**config.mk**
```make
export PLATFORM = sky130hd
export DESIGN_NAME = ddr2_init_seq
export DESIGN_NICKNAME = d
export VERILOG_FILES = /design/src/rtl/ddr2_init_pkg.sv /design/src/rtl/ddr2_init_rstsync.sv /design/src/rtl/ddr2_init_downcnt.sv /design/src/rtl/ddr2_init_cmdgen.sv /design/src/rtl/ddr2_init_seq.sv
export SDC_FILE = /design/constraint.sdc
export NUM_CORES = 1
export LEC_CHECK = 0
export BUFFER_PORTS_ARGS = -buffer_cell sky130_fd_sc_hd__buf_2
export CORE_ASPECT_RATIO = 2
export CORE_MARGIN = 4
export CORE_UTILIZATION = 50
export CTS_CLUSTER_SIZE = 16
export DETAILED_ROUTE_END_ITERATION = 6
export PLACE_DENSITY = 0.81
export SLEW_MARGIN = 20
export SYNTH_ARGS = -nofsm -noshare
export SYNTH_HDL_FRONTEND = slang
export SYNTH_SLANG_ARGS = --single-unit
```
**constraint.sdc**
```tcl
create_clock -name clk -period 2.7 [get_ports clk]
set_input_delay 0.54 -clock clk [delete_from_list [all_inputs] [get_ports clk]]
set_output_delay 0.54 -clock clk [all_outputs]
set_load 0.02 [all_outputs]
```
**src/rtl/ddr2_init_pkg.sv**
```systemverilog
package ddr2_init_pkg;

  // Sequence positions, in issue order; the order is behaviour.
  typedef enum logic [3:0] {
    ST_PWR_WAIT = 4'd0,
    ST_CKE_ON   = 4'd1,
    ST_PRE_A    = 4'd2,
    ST_EMR2     = 4'd3,
    ST_EMR3     = 4'd4,
    ST_EMR1_DLL = 4'd5,
    ST_MR_RST   = 4'd6,
    ST_PRE_B    = 4'd7,
    ST_REF_A    = 4'd8,
    ST_REF_B    = 4'd9,
    ST_MR_OP    = 4'd10,
    ST_OCD_DFLT = 4'd11,
    ST_OCD_EXIT = 4'd12,
    ST_READY    = 4'd13
  } step_e;

  // Recovery class that follows each step.
  typedef enum logic [2:0] {
    GAP_PWR  = 3'd0,
    GAP_CKE  = 3'd1,
    GAP_RP   = 3'd2,
    GAP_RFC  = 3'd3,
    GAP_MRD  = 3'd4,
    GAP_NONE = 3'd5
  } gap_e;

  typedef struct packed {
    logic cs_n;
    logic ras_n;
    logic cas_n;
    logic we_n;
  } dram_cmd_t;

  localparam dram_cmd_t CMD_NOP = '{cs_n: 1'b0, ras_n: 1'b1, cas_n: 1'b1, we_n: 1'b1};
  localparam dram_cmd_t CMD_PRE = '{cs_n: 1'b0, ras_n: 1'b0, cas_n: 1'b1, we_n: 1'b0};
  localparam dram_cmd_t CMD_REF = '{cs_n: 1'b0, ras_n: 1'b0, cas_n: 1'b0, we_n: 1'b1};
  localparam dram_cmd_t CMD_MRS = '{cs_n: 1'b0, ras_n: 1'b0, cas_n: 1'b0, we_n: 1'b0};

  typedef struct packed {
    logic       bl8;
    logic       interleave;
    logic [2:0] cas_lat;
    logic [2:0] wr_rec;
    logic [2:0] add_lat;
    logic       weak_drv;
  } mode_cfg_t;

endpackage

```
**src/rtl/ddr2_init_rstsync.sv**
```systemverilog
module ddr2_init_rstsync (
  input  logic clk,
  input  logic rst_n,
  output logic rst_sync_n
);

  logic [1:0] sync_q;

  always_ff @(posedge clk or negedge rst_n) begin
    if (!rst_n) begin
      sync_q <= 2'b00;
    end else begin
      sync_q <= {sync_q[0], 1'b1};
    end
  end

  assign rst_sync_n = sync_q[1];

endmodule

```
**src/rtl/ddr2_init_downcnt.sv**
```systemverilog
module ddr2_init_downcnt #(
  parameter int unsigned W = 8
) (
  input  logic         clk,
  input  logic         rst_n,
  input  logic         load,
  input  logic [W-1:0] load_val,
  input  logic         dec_en,
  output logic [W-1:0] count
);

  logic [W-1:0] cnt_q;
  logic [W-1:0] cnt_d;

  always_comb begin
    cnt_d = cnt_q;
    if (load) begin
      cnt_d = load_val;
    end else if (dec_en && (cnt_q != '0)) begin
      cnt_d = cnt_q - 1'b1;
    end
  end

  always_ff @(posedge clk or negedge rst_n) begin
    if (!rst_n) begin
      cnt_q <= '0;
    end else begin
      cnt_q <= cnt_d;
    end
  end

  assign count = cnt_q;

  // The count never wraps from zero to the top value.
  assert_no_wrap_R9: assert property (@(posedge clk) disable iff (!rst_n)
    ($past(cnt_q) == '0 && !$past(load)) |-> (cnt_q == '0));

endmodule

```
**src/rtl/ddr2_init_cmdgen.sv**
```systemverilog
module ddr2_init_cmdgen
  import ddr2_init_pkg::*;
#(
  parameter int unsigned ROW_W  = 14,
  parameter int unsigned BANK_W = 3
) (
  input  step_e             step,
  input  logic              issue,
  input  mode_cfg_t         cfg,
  output dram_cmd_t         cmd,
  output logic [BANK_W-1:0] ba,
  output logic [ROW_W-1:0]  addr,
  output gap_e              gap
);

  function automatic logic [ROW_W-1:0] main_word(input mode_cfg_t c, input logic dll_rst);
    logic [ROW_W-1:0] w;
    w        = '0;
    w[2:0]   = c.bl8 ? 3'b011 : 3'b010;
    w[3]     = c.interleave;
    w[6:4]   = c.cas_lat;
    w[8]     = dll_rst;
    w[11:9]  = c.wr_rec;
    return w;
  endfunction

  function automatic logic [ROW_W-1:0] ext1_word(input mode_cfg_t c, input logic [2:0] ocd);
    logic [ROW_W-1:0] w;
    w        = '0;
    w[1]     = c.weak_drv;
    w[5:3]   = c.add_lat;
    w[9:7]   = ocd;
    return w;
  endfunction

  always_comb begin
    cmd  = CMD_NOP;
    ba   = '0;
    addr = '0;
    gap  = GAP_NONE;
    unique case (step)
      ST_PWR_WAIT: gap = GAP_PWR;
      ST_CKE_ON:   gap = GAP_CKE;
      ST_PRE_A, ST_PRE_B: begin
        gap = GAP_RP;
        if (issue) begin
          cmd      = CMD_PRE;
          addr[10] = 1'b1;
        end
      end
      ST_EMR2: begin
        gap = GAP_MRD;
        if (issue) begin
          cmd = CMD_MRS;
          ba  = BANK_W'(2);
        end
      end
      ST_EMR3: begin
        gap = GAP_MRD;
        if (issue) begin
          cmd = CMD_MRS;
          ba  = BANK_W'(3);
        end
      end
      ST_EMR1_DLL, ST_OCD_DFLT, ST_OCD_EXIT: begin
        gap = GAP_MRD;
        if (issue) begin
          cmd  = CMD_MRS;
          ba   = BANK_W'(1);
          addr = ext1_word(cfg, (step == ST_OCD_DFLT) ? 3'b111 : 3'b000);
        end
      end
      ST_MR_RST, ST_MR_OP: begin
        gap = GAP_MRD;
        if (issue) begin
          cmd  = CMD_MRS;
          addr = main_word(cfg, step == ST_MR_RST);
        end
      end
      ST_REF_A, ST_REF_B: begin
        gap = GAP_RFC;
        if (issue) cmd = CMD_REF;
      end
      default: gap = GAP_NONE;
    endcase
  end

endmodule

```
**src/rtl/ddr2_init_seq.sv**
```systemverilog
module ddr2_init_seq
  import ddr2_init_pkg::*;
#(
  parameter int unsigned CLK_PS      = 2500,
  parameter int unsigned PWRUP_US    = 200,
  parameter int unsigned CKE_HOLD_NS = 400,
  parameter int unsigned TRP_NS      = 15,
  parameter int unsigned TRFC_NS     = 128,
  parameter int unsigned TMRD_CK     = 2,
  parameter int unsigned DLL_LOCK_CK = 200,
  parameter int unsigned ROW_W       = 14,
  parameter int unsigned BANK_W      = 3
) (
  input  logic              clk,
  input  logic              rst_n,
  input  logic              cfg_bl8,
  input  logic              cfg_interleave,
  input  logic [2:0]        cfg_cas_lat,
  input  logic [2:0]        cfg_wr_rec,
  input  logic [2:0]        cfg_add_lat,
  input  logic              cfg_weak_drv,
  output logic              ddr_cke,
  output logic              ddr_cs_n,
  output logic              ddr_ras_n,
  output logic              ddr_cas_n,
  output logic              ddr_we_n,
  output logic [BANK_W-1:0] ddr_ba,
  output logic [ROW_W-1:0]  ddr_addr,
  output logic              ddr_odt,
  output logic              init_done
);

  function automatic int unsigned cyc_of_ps(input int unsigned ps);
    int unsigned c;
    c = (ps + CLK_PS - 1) / CLK_PS;
    return (c < 2) ? 2 : c;
  endfunction

  function automatic int unsigned max2(input int unsigned a, input int unsigned b);
    return (a > b) ? a : b;
  endfunction

  localparam int unsigned G_PWR = cyc_of_ps(PWRUP_US * 1000 * 1000);
  localparam int unsigned G_CKE = cyc_of_ps(CKE_HOLD_NS * 1000);
  localparam int unsigned G_RP  = cyc_of_ps(TRP_NS * 1000);
  localparam int unsigned G_RFC = cyc_of_ps(TRFC_NS * 1000);
  localparam int unsigned G_MRD = (TMRD_CK < 2) ? 2 : TMRD_CK;
  localparam int unsigned G_MAX = max2(max2(G_PWR, G_CKE), max2(max2(G_RP, G_RFC), G_MRD));
  localparam int unsigned CW    = $clog2(G_MAX + 1);
  localparam int unsigned DW    = $clog2(DLL_LOCK_CK + 1);

  logic      rst_sync_n;
  step_e     step_q, step_d;
  logic      issue_q, issue_d;
  logic      gap_ld, gap_dec, dll_ld;
  logic [CW-1:0] gap_cnt, gap_val;
  logic [DW-1:0] dll_cnt;
  gap_e      gap_cls;
  dram_cmd_t cmd;
  mode_cfg_t cfg;
  logic      dll_gate;

  assign cfg = '{bl8: cfg_bl8, interleave: cfg_interleave, cas_lat: cfg_cas_lat,
                 wr_rec: cfg_wr_rec, add_lat: cfg_add_lat, weak_drv: cfg_weak_drv};

  ddr2_init_rstsync u_rst (
    .clk        (clk),
    .rst_n      (rst_n),
    .rst_sync_n (rst_sync_n)
  );

  ddr2_init_cmdgen #(.ROW_W(ROW_W), .BANK_W(BANK_W)) u_cmd (
    .step  (step_q),
    .issue (issue_q),
    .cfg   (cfg),
    .cmd   (cmd),
    .ba    (ddr_ba),
    .addr  (ddr_addr),
    .gap   (gap_cls)
  );

  ddr2_init_downcnt #(.W(CW)) u_gap (
    .clk      (clk),
    .rst_n    (rst_sync_n),
    .load     (gap_ld),
    .load_val (gap_val - 1'b1),
    .dec_en   (gap_dec),
    .count    (gap_cnt)
  );

  ddr2_init_downcnt #(.W(DW)) u_dll (
    .clk      (clk),
    .rst_n    (rst_sync_n),
    .load     (dll_ld),
    .load_val (DW'(DLL_LOCK_CK - 1)),
    .dec_en   (1'b1),
    .count    (dll_cnt)
  );

  always_comb begin
    unique case (gap_cls)
      GAP_PWR: gap_val = CW'(G_PWR);
      GAP_CKE: gap_val = CW'(G_CKE);
      GAP_RP:  gap_val = CW'(G_RP);
      GAP_RFC: gap_val = CW'(G_RFC);
      GAP_MRD: gap_val = CW'(G_MRD);
      default: gap_val = CW'(2);
    endcase
  end

  // The driver default write waits for the DLL lock count as well.
  assign dll_gate = (step_q == ST_MR_OP);

  always_comb begin
    step_d  = step_q;
    issue_d = issue_q;
    gap_ld  = 1'b0;
    gap_dec = 1'b0;
    dll_ld  = 1'b0;
    if (step_q != ST_READY) begin
      if (issue_q) begin
        issue_d = 1'b0;
        gap_ld  = 1'b1;
        dll_ld  = (step_q == ST_EMR1_DLL);
      end else if (gap_cnt > CW'(1)) begin
        gap_dec = 1'b1;
      end else if (!dll_gate || (dll_cnt <= DW'(1))) begin
        step_d  = step_e'(step_q + 4'd1);
        issue_d = 1'b1;
      end
    end
  end

  always_ff @(posedge clk or negedge rst_sync_n) begin
    if (!rst_sync_n) begin
      step_q  <= ST_PWR_WAIT;
      issue_q <= 1'b1;
    end else begin
      step_q  <= step_d;
      issue_q <= issue_d;
    end
  end

  assign {ddr_cs_n, ddr_ras_n, ddr_cas_n, ddr_we_n} = cmd;
  assign ddr_cke   = (step_q != ST_PWR_WAIT);
  assign ddr_odt   = 1'b0;
  assign init_done = (step_q == ST_READY);

  // Checker-side age of the DLL-enable write, saturating at the lock count.
  logic [DW-1:0] lock_age;
  logic          lock_run;
  always_ff @(posedge clk or negedge rst_sync_n) begin
    if (!rst_sync_n) begin
      lock_age <= '0;
      lock_run <= 1'b0;
    end else if (step_q == ST_EMR1_DLL && issue_q) begin
      lock_age <= DW'(1);
      lock_run <= 1'b1;
    end else if (lock_run && (lock_age < DW'(DLL_LOCK_CK))) begin
      lock_age <= lock_age + 1'b1;
    end
  end

  assert_cmd_needs_cke_R2: assert property (@(posedge clk) disable iff (!rst_sync_n)
    (cmd != CMD_NOP) |-> ddr_cke);

  assert_cke_held_R2: assert property (@(posedge clk) disable iff (!rst_sync_n)
    $past(ddr_cke) |-> ddr_cke);

  assert_nop_follows_R9: assert property (@(posedge clk) disable iff (!rst_sync_n)
    (cmd != CMD_NOP) |=> (cmd == CMD_NOP));

  assert_dll_lock_R8: assert property (@(posedge clk) disable iff (!rst_sync_n)
    (cmd == CMD_MRS && ddr_addr[9:7] == 3'b111) |-> (lock_age >= DW'(DLL_LOCK_CK)));

  assert_done_sticky_R11: assert property (@(posedge clk) disable iff (!rst_sync_n)
    $past(init_done) |-> init_done);

  assert_done_quiet_R11: assert property (@(posedge clk) disable iff (!rst_sync_n)
    init_done |-> (cmd == CMD_NOP && ddr_cke));

endmodule

```
==> results of run 1 <==
[registers in the layout, summed over array words and instances (netlist names)]
register	flops
u_gap.count	17
u_dll.count	8
step_q	4
u_rst.sync_q	2
issue_q	1
[Yosys cell counts (all sizes together), types with 3 or more instances]
library cell / number / area [µm²]
a31oi: 6 / 52.55
o21ai: 29 / 148.9
inv: 13 / 48.80
nand2b: 3 / 18.77
nand2: 19 / 71.32
dfrtp: 31 / 775.7
nor3: 11 / 66.32
or3: 4 / 31.28
mux2i: 3 / 30.03
a21o: 4 / 30.03
and2: 3 / 18.77
or4: 5 / 41.29
a2111oi: 3 / 32.53
a21boi: 4 / 30.03
xnor2: 7 / 61.31
nor4: 9 / 92.59
nand3: 6 / 30.03
buf: 12 / 76.32
nand4: 3 / 18.77
ha: 10 / 125.1
nor2: 30 / 115.1
a21oi: 15 / 75.07
a22o: 4 / 35.03
clkbuf: 7 / 26.28
[repair_timing]
action | CTS | global route
hold endpoints to repair | 0 | 0
gates resized for setup | 0 | 5
setup endpoints to repair | 0 | 9
buffers inserted | 0 | 0
[placed cells by master, fill, tap and decap left out, types with 3 or more instances in the layout]
master,count
a21o_1,4
a21oi_1,14
clkbuf_8,5
o21ai_0,27
dfrtp_1,30
nand3_1,6
ha_1,7
nand2_1,19
or4_1,4
buf_2,31
and2_1,3
nor3_1,10
ha_2,3
mux2i_1,3
nand2b_1,3
a31oi_1,5
a22o_1,4
nand4_1,3
xnor2_1,7
conb_1,7
buf_4,12
nor2_1,29
nor4_1,6
inv_1,13
a21boi_0,4
[layer usage]
layer | global-route usage (%) | share of wire (%) | up-vias
li1 | - | - | 1108
met1 | 21.74 | 33 | 1100
met2 | 42.47 | 56 | 94
met3 | 3.888 | 4.5 | 38
met4 | 17.25 | 6.3 | 0
met5 | 0 | 0 | -
[through the flow]
step / cells / utilization [%]
floorplan: 288 / -
detailed placement: 367 / 57.12
global route: 375 / 59.78
CTS: 375 / 59.51
finish: 375 / 59.78
global placement: 367 / 57.12
[power groups by stage]
stage          Sequential [mW]  Combinational, mW  Clock [mW]
6_report                 0.481             0.0272       0.470
3_3_place_gp             0.490             0.0271           0
5_1_grt                  0.481             0.0302       0.497
3_5_place_dp             0.490             0.0276           0
4_1_cts                  0.481             0.0276       0.481
2_1_floorplan            0.496             0.0141           0
[area by class of cell]
class | count | area share (%)
clock inverters | 3 | 1.533
well taps | 55 | 2.480
repair buffers | 43 | 8.837
multi-input cells | 223 | 53.83
clock buffers | 5 | 2.480
flip-flops and latches | 32 | 28.94
inverters | 14 | 1.894
[cell families after synthesis]
| group | after synthesis | synth area share [%] |
|---|---|---|
| xor+xnor | 8 | 2.894 |
| compound gates | 93 | 27.13 |
| flops | 32 | 33.13 |
| buf+inv | 33 | 6.408 |
| other cells | 2 | 0.3102 |
| mux | 4 | 1.705 |
| simple gates | 100 | 22.84 |
| fa+ha+maj | 11 | 5.581 |
[path summary, 6_finish.rpt]
| check | startpoint | to | slack (ns) | cells after the start |
|---|---|---|---|---|
| worst min-delay path | rst_n | u_rst.sync_q[0] | 0.008 | 1 |
| worst max register to register | step_q[0] | u_gap.count[7] | 0.34 | 10 |
| max in group asynchronous | u_rst.sync_q[1] | step_q[3] | 2.11 | 1 |
| min in group clk | u_rst.sync_q[0] | u_rst.sync_q[1] | 0.37 | 0 |
| worst min register to register | u_rst.sync_q[1] | u_gap.count[6] | 0.25 | 1 |
| worst max-delay path | step_q[0] | ddr_we_n | 0.13 | 8 |
==> impl_summary.txt, run 1 <==
----------------------------------------------------
[Status]
  Run status ... complete, no violations

[Clocking]
  TritonCTS Buffers ... 5
  Hold-fix buffers, CTS ... 0
  Clock sink count ... 32
  Clock tree from TritonCTS ... yes
  Clock insertion delay at the later pin of the skew report ... ~0.30 ns
  Clock transition at the registers of the reported paths ... 0.08 ns
  Number of H-tree levels ... 2
  Max Root-Sink Buffers ... 2
  Master cell of the clock root buffer ... clkbuf_8

[Detailed routing]
  Routed vias ... 2,340
  First DRT Iteration DRCs ... 101
  DRC violation count after routing ... 0
  Total Routed Length ... about 6600 µm
  Number of nets still failing antenna checks after routing ... 0
  Detailed-route vias per instance ... 6.240
  Wire length per cell ... approximately 18 µm
  Number of search-and-repair iterations in the first detailed-routing pass ... 5

[Placed design]
  Cell area after placement ... around 2700 µm²
  Total half-perimeter wirelength after legalization and detailed placement ... slightly above 5000 µm
  Post-placement worst setup slack ... between 0.2 and 0.3 ns
  Port buffer count ... 31
  Placer's final routability congestion estimate ... between 0.9 and 1

[Synthesis]
  Number of storage elements in the synthesis netlist ... 32
  Most instantiated flip-flop cell in the synthesis netlist ... dfrtp_1
  Synthesized area per cell ... 8.555 µm²
  Post-Synthesis Cells ... around 280
  Number of flops mapped to enable cells by yosys ... 0
  Sequential share of the synthesized area ... between 30% and 40%
  Post-synthesis cell area ... 2421 µm²
  Yosys warnings ... 0
  Distinct cell type count of the synthesized netlist ... a little under 70
  Async SR Flop Fraction ... 100.0%

[Power and ir drop]
  Lkg Pwr ... roughly 1.3 nW
  Total chip power ... just under 1 mW
  Net Switching ... between 0.2 and 0.25 mW
  Share of total power in the clock network ... a little under half
  Sw frac ... 22.14%
  Part of the power in registers ... 49.2%
  Power per cell area ... about 350 nW/µm²
  Worst vdd rail ir drop ... 0.3282 mV
  Internal power ... 0.7612 mW
  Gate power share ... ~2.8%

[Timing]
  Setup TNS ... 0 ns
  Period minus WS final ... between 2 and 3 ns
  Clock Skew ... between 0.01 and 0.015 ns
  Hold slack final ... roughly 0.0085 ns
  Total count of max-transition violations in the final report ... 0
  Unrepaired setup endpoints after global routing ... true
  Highest Clock Rate ... approximately 0.4 GHz
  Period Utilization, post-route ... about 95%
  Final hold violation count ... 0
  Worst slew pin tran ... roughly 0.55 ns
  Setup-violating endpoint count in the final report ... 0
  Max-slew headroom at the worst pin ... between 60% and 70%
  Final Worst Setup Slack ... 0.1342 ns

[Final layout]
  Final antenna diode count ... 0
  Synthesis-to-finish area growth ... 14.63%
  Layout cell share with drive strength beyond 1 ... between 20 and 25%
  Total area of sequential cells ... approximately 800 µm²
  Filler Cell Count ... approximately 450
  Area occupied by multi-input gates ... about 1500 µm²
  Final Net Count ... 343
  Post-route standard cell area excluding fillers ... 2775 µm²

[Floorplan]
  Die area ... around 6000 µm²
  Core outline area ... 4642 µm²
  Chip width ... ~57 µm
  Height of the chip ... 106.4 µm
  Io pins ... 38
  Row cnt ... 35
  Initial cell density of the core ... approximately 52%

[Global route]
  Wire length of the first global-routing pass ... between 10,000 and 15,000 µm
  Pin count of the biggest net entering global routing ... 31
  Via count of the first global-routing pass ... roughly 2,400
  Number of antenna violations at the first check in global routing ... 0
  Sum of overflow across all layers after global routing ... 0
  Total Routing Usage GR ... 23.13%

[Worst setup path]
  Critical Path AT ... 2.03 ns
  Setup Crit Path Kind ... register to primary output
  Buffering stage count on the worst path with inverters included ... 3
  Ordered cell list for the critical path ... inv_1, ha_2, buf_4, nor2_1, o21ai_0, o311ai_0, nand2b_1, buf_2
  Worst path slowest cell ... dfrtp_1
  Critical path's largest stage delay ... around 0.40 ns
  CP Launch Type ... register
  Delay-heaviest family, CP ... buffers and inverters
  Kind of end point of the critical path ... primary output
  Required @ worst endpoint ... between 2 and 2.5 ns
  Maximum fanout along the worst path ... 11

[Min path]
  Path type of the worst min-delay path ... primary input to asynchronous set/reset pin

[Flow run]
  Number of violations of the max-capacitance limit ... 0

----------------------------------------------------
Note: power is estimated with default switching activity, not from simulation.
==> run 2, diff against run 1 <==
--- a/config.mk
+++ b/config.mk
@@ -5,6 +5,7 @@
 export SDC_FILE = /design/constraint.sdc
 export NUM_CORES = 1
 export LEC_CHECK = 0
+export ABC_AREA = 1
 export BUFFER_PORTS_ARGS = -buffer_cell sky130_fd_sc_hd__buf_2
 export CORE_ASPECT_RATIO = 2
 export CORE_MARGIN = 4
==> impl_summary.txt, run 2 <==
----------------------------------------------------
[Global route]
  Wire length of the first global-routing pass ... 10,040 µm (-8.5%)
  Via count of the first global-routing pass ... 2,363 (-2.4%)
  Sum of overflow across all layers after global routing ... 0 (unchanged)
  Number of antenna violations at the first check in global routing ... 0 (unchanged)
  Pin count of the biggest net entering global routing ... 27 (-13%)
  Total Routing Usage GR ... 20.63% (-2.5 points)

[Clocking]
  Hold-fix buffers, CTS ... 0 (unchanged)
  Number of H-tree levels ... 2 (unchanged)
  Master cell of the clock root buffer ... clkbuf_8
  TritonCTS Buffers ... 5 (unchanged)
  Clock transition at the registers of the reported paths ... 0.07 ns (about the same)
  Max Root-Sink Buffers ... 2 (unchanged)
  Clock sink count ... 32 (unchanged)
  Clock insertion delay at the later pin of the skew report ... 0.30 ns (about the same)
  Clock tree from TritonCTS ... yes

[Floorplan]
  Io pins ... 38 (unchanged)
  Height of the chip ... 106.6 µm (+0.21%)
  Core outline area ... 4642 µm² (unchanged)
  Die area ... 6112 µm² (+0.41%)
  Chip width ... 57.32 µm (+0.20%)
  Row cnt ... 35 (unchanged)
  Initial cell density of the core ... 52.40% (+0.24 points)

[Worst setup path]
  Maximum fanout along the worst path ... 7 (-4)
  Startpoint of the lowest-slack register-to-register path ... step_q[0]
  Required @ worst endpoint ... 2.16 ns (about the same)
  Delay-heaviest family, CP ... simple AND/OR/NAND/NOR gates
  Buffering stage count on the worst path with inverters included ... 3 (unchanged)
  Reg2Reg Depth ... 13 (+3)
  Capture point of the worst reg-to-reg path ... u_gap.count[4]
  Worst path slowest cell ... dfrtp_1
  Critical path's largest stage delay ... 0.39 ns (about the same)
  Kind of end point of the critical path ... primary output
  CP Launch Type ... register
  Critical Path AT ... 2.00 ns (-0.03 ns)
  Setup Crit Path Kind ... register to primary output
  Setup slack, reg-to-reg ... 0.27 ns (-0.07 ns)
  Ordered cell list for the critical path ... inv_1, ha_1, nand3_1, nand2_2, nor2_4, nand2_4, nor2_1, inv_1, nand3_1, buf_2

[Detailed routing]
  Total Routed Length ... 6058 µm (-8.9%)
  Met1 WL ... 2268 µm (+2.5%)
  Met3 routed WL ... 191 µm (-36%)
  First DRT Iteration DRCs ... 67 (-34%)
  DRC violation count after routing ... 0 (unchanged)
  Number of nets still failing antenna checks after routing ... 0 (unchanged)
  Routed vias ... 2,452 (+4.8%)
  Met2 routed WL ... 3359 µm (-9.7%)
  Top routing layer in use ... met4
  Number of search-and-repair iterations in the first detailed-routing pass ... 4 (-1)
  Detailed-route vias per instance ... 5.413 (-13%)
  Wire length per cell ... 13.37 µm (-25%)

[Final layout]
  Commonest cells after routing, fill and taps aside ... 88 x nand2_1, 49 x nor2_1, 44 x inv_1, 31 x buf_2, 31 x dfrtp_1
  Layout cell share with drive strength beyond 1 ... 16.83% (-5.7 points)
  Filler Cell Count ... 465 (+3.8%)
  Count of non-filler cells in the finished layout ... 453 (+21%)
  Final Net Count ... 422 (+23%)
  Synthesis-to-finish area growth ... 12.35%
  Post-route standard cell area excluding fillers ... 2733 µm² (-1.5%)
  Max FFs per register ... 17 (unchanged)
  Final antenna diode count ... 0 (unchanged)
  Most frequent standard cell in the layout excluding fill and tap cells ... nand2_1
  Post-route core utilization ... 58.87% (-0.92 points)

[Synthesis]
  Post-synthesis cell area ... 2432 µm² (+0.47%)
  Largest area contributor in the netlist ... dfrtp_1
  Sequential share of the synthesized area ... 32.97% (-0.15 points)
  Post-Synthesis Cells ... 362 (+28%)
  Async SR Flop Fraction ... 100.0% (unchanged)
  Synthesized area per cell ... 6.719 µm² (-21%)
  Dominant cell by count in the synthesized netlist ... nand2_1
  Number of storage elements in the synthesis netlist ... 32 (unchanged)
  Distinct cell type count of the synthesized netlist ... 35 (-49%)
  Number of flops mapped to enable cells by yosys ... 0 (unchanged)
  Yosys warnings ... 0 (unchanged)
  Commonest cells in the netlist ... 88 x nand2_1, 49 x nor2_1, 44 x inv_1
  Portion of synthesized cell area occupied by the leading cell type ... 31.89% (-0.15 points)
  Most instantiated flip-flop cell in the synthesis netlist ... dfrtp_1
  Synth area leaders ... dfrtp_1 32%, nand2_1 14%, nor2_1 7.6%

[Placed design]
  Total half-perimeter wirelength after legalization and detailed placement ... 4629 µm (-8.4%)
  Port buffer count ... 31 (unchanged)
  Placed instance count ... 446 (+22%)
  Placer's final routability congestion estimate ... 0.8869 (-9.5%)
  Cell area after placement ... 2631 µm² (-0.76%)

[Power and ir drop]
  Part of the power in registers ... 52.2% (+3.0 points)
  Lkg Pwr ... 1.462 nW (+12%)
  Share of total power in the clock network ... 44.9% (-3.1 points)
  Worst vdd rail ir drop ... 0.2960 mV (-9.8%)
  Sw frac ... 22.59% (+0.45 points)
  Internal power ... 0.7157 mW (-6.0%)
  Total chip power ... 0.9246 mW (-5.4%)
  Gate power share ... 2.9% (about the same)
  Power per cell area ... 338.3 nW/µm² (-4.0%)
  Net Switching ... 0.2089 mW (-3.5%)

[Timing]
  Final hold violation count ... 0 (unchanged)
  Clock Skew ... 0.01377 ns (+0.0001884 ns)
  Setup TNS ... 0 ns (unchanged)
  Total count of max-transition violations in the final report ... 0 (unchanged)
  Period minus WS final ... 2.537 ns (-0.02832 ns)
  Max-slew headroom at the worst pin ... 58.64% (-4.7 points)
  Period Utilization, post-route ... 93.98% (-1.0 points)
  Highest Clock Rate ... 0.3941 GHz (+1.1%)
  Unrepaired setup endpoints after global routing ... false
  Worst slew pin tran ... 0.6157 ns (+0.06980 ns)
  Setup-violating endpoint count in the final report ... 0 (unchanged)

[Status]
  Run status ... complete, no violations

[Flow run]
  Number of violations of the max-capacitance limit ... 0 (unchanged)

[Min path]
  Path type of the worst min-delay path ... primary input to asynchronous set/reset pin

----------------------------------------------------
run 2: cell count changes in the layout (fill, tap and decap cells not counted), moves of 5 or more:
cell	before	now
nand2_1	19	88
inv_1	13	44
nor2_1	29	49
nand3_1	6	25
o21ai_1	1	10
buf_4	12	4
nor4_1	6	0
xnor2_1	7	1
inv_2	0	5
nand3_2	0	5
run 2: routing by layer:
| layer | global-route usage [%] | vias to the layer above |
|---|---|---|
| li1 | - | 1219 |
| met1 | 21.88 | 1159 |
| met2 | 37.56 | 54 |
| met3 | 3.133 | 20 |
| met4 | 11.28 | 0 |
| met5 | 0 | - |
run 2: metrics by stage:
step | worst slack [ns] | hold WS, ns
3_5_place_dp | 0.3283 | 0.08773
6_report | 0.1625 | 0.02393
5_1_grt | 0.03539 | 0.01538
4_1_cts | 0.1211 | 0.01966
2_1_floorplan | 0.6042 | 0.2444
3_3_place_gp | 0.4638 | 0.08078
run 2: power by group through the flow:
| stage | combinational, mW | clock [mW] | sequential (mW) |
|---|---|---|---|
| after floorplan | 0.0148 | 0 | 0.496 |
| after global placement | 0.0265 | 0 | 0.492 |
| after detailed placement | 0.0270 | 0 | 0.492 |
| after CTS | 0.0270 | 0.420 | 0.483 |
| after global routing | 0.0298 | 0.433 | 0.483 |
| final | 0.0267 | 0.415 | 0.483 |
run 2: worst max path at each step:
| stage | endpoint | cells past startpoint | startpoint |
|---|---|---|---|
| detailed placement | u_gap.count[4] | 12 | step_q[0] |
| CTS | ddr_we_n | 10 | step_q[0] |
| global route | ddr_we_n | 10 | step_q[0] |
| finish | ddr_we_n | 10 | step_q[0] |
| global placement | u_gap.count[9] | 13 | step_q[0] |
| floorplan | u_gap.count[4] | 13 | step_q[0] |
run 2: repair_timing:
| item | CTS | global route |
|---|---|---|
| setup buffers | 0 | 0 |
| setup endpoints to repair | 0 | 1 |
| hold endpoints to repair | 0 | 0 |
| gates resized for setup | 0 | 1 |
run 2: area by class of cell:
type / count / area [µm²] / share of cell area [%]
tap: 55 / 68.82 / 2.518
timing repair buffer: 35 / 185.2 / 6.777
inverter: 51 / 191.4 / 7.006
multi-input combinational: 273 / 1389 / 50.82
clock buffer: 7 / 96.34 / 3.526
sequential: 32 / 802.0 / 29.35
run 2: cells by family (layout without fill, tap and decap cells):
group | after synthesis | after routing | synth area share, %
AND/OR/NAND/NOR | 193 | 193 | 35.49
buffers and inverters | 62 | 93 | 10.91
AO/OA/AOI/OAI | 57 | 57 | 13.01
flip-flops | 32 | 32 | 32.97
adder cells (fa/ha/maj) | 10 | 10 | 5.144
XOR/XNOR | 6 | 6 | 2.160
other | 2 | 7 | 0.3088
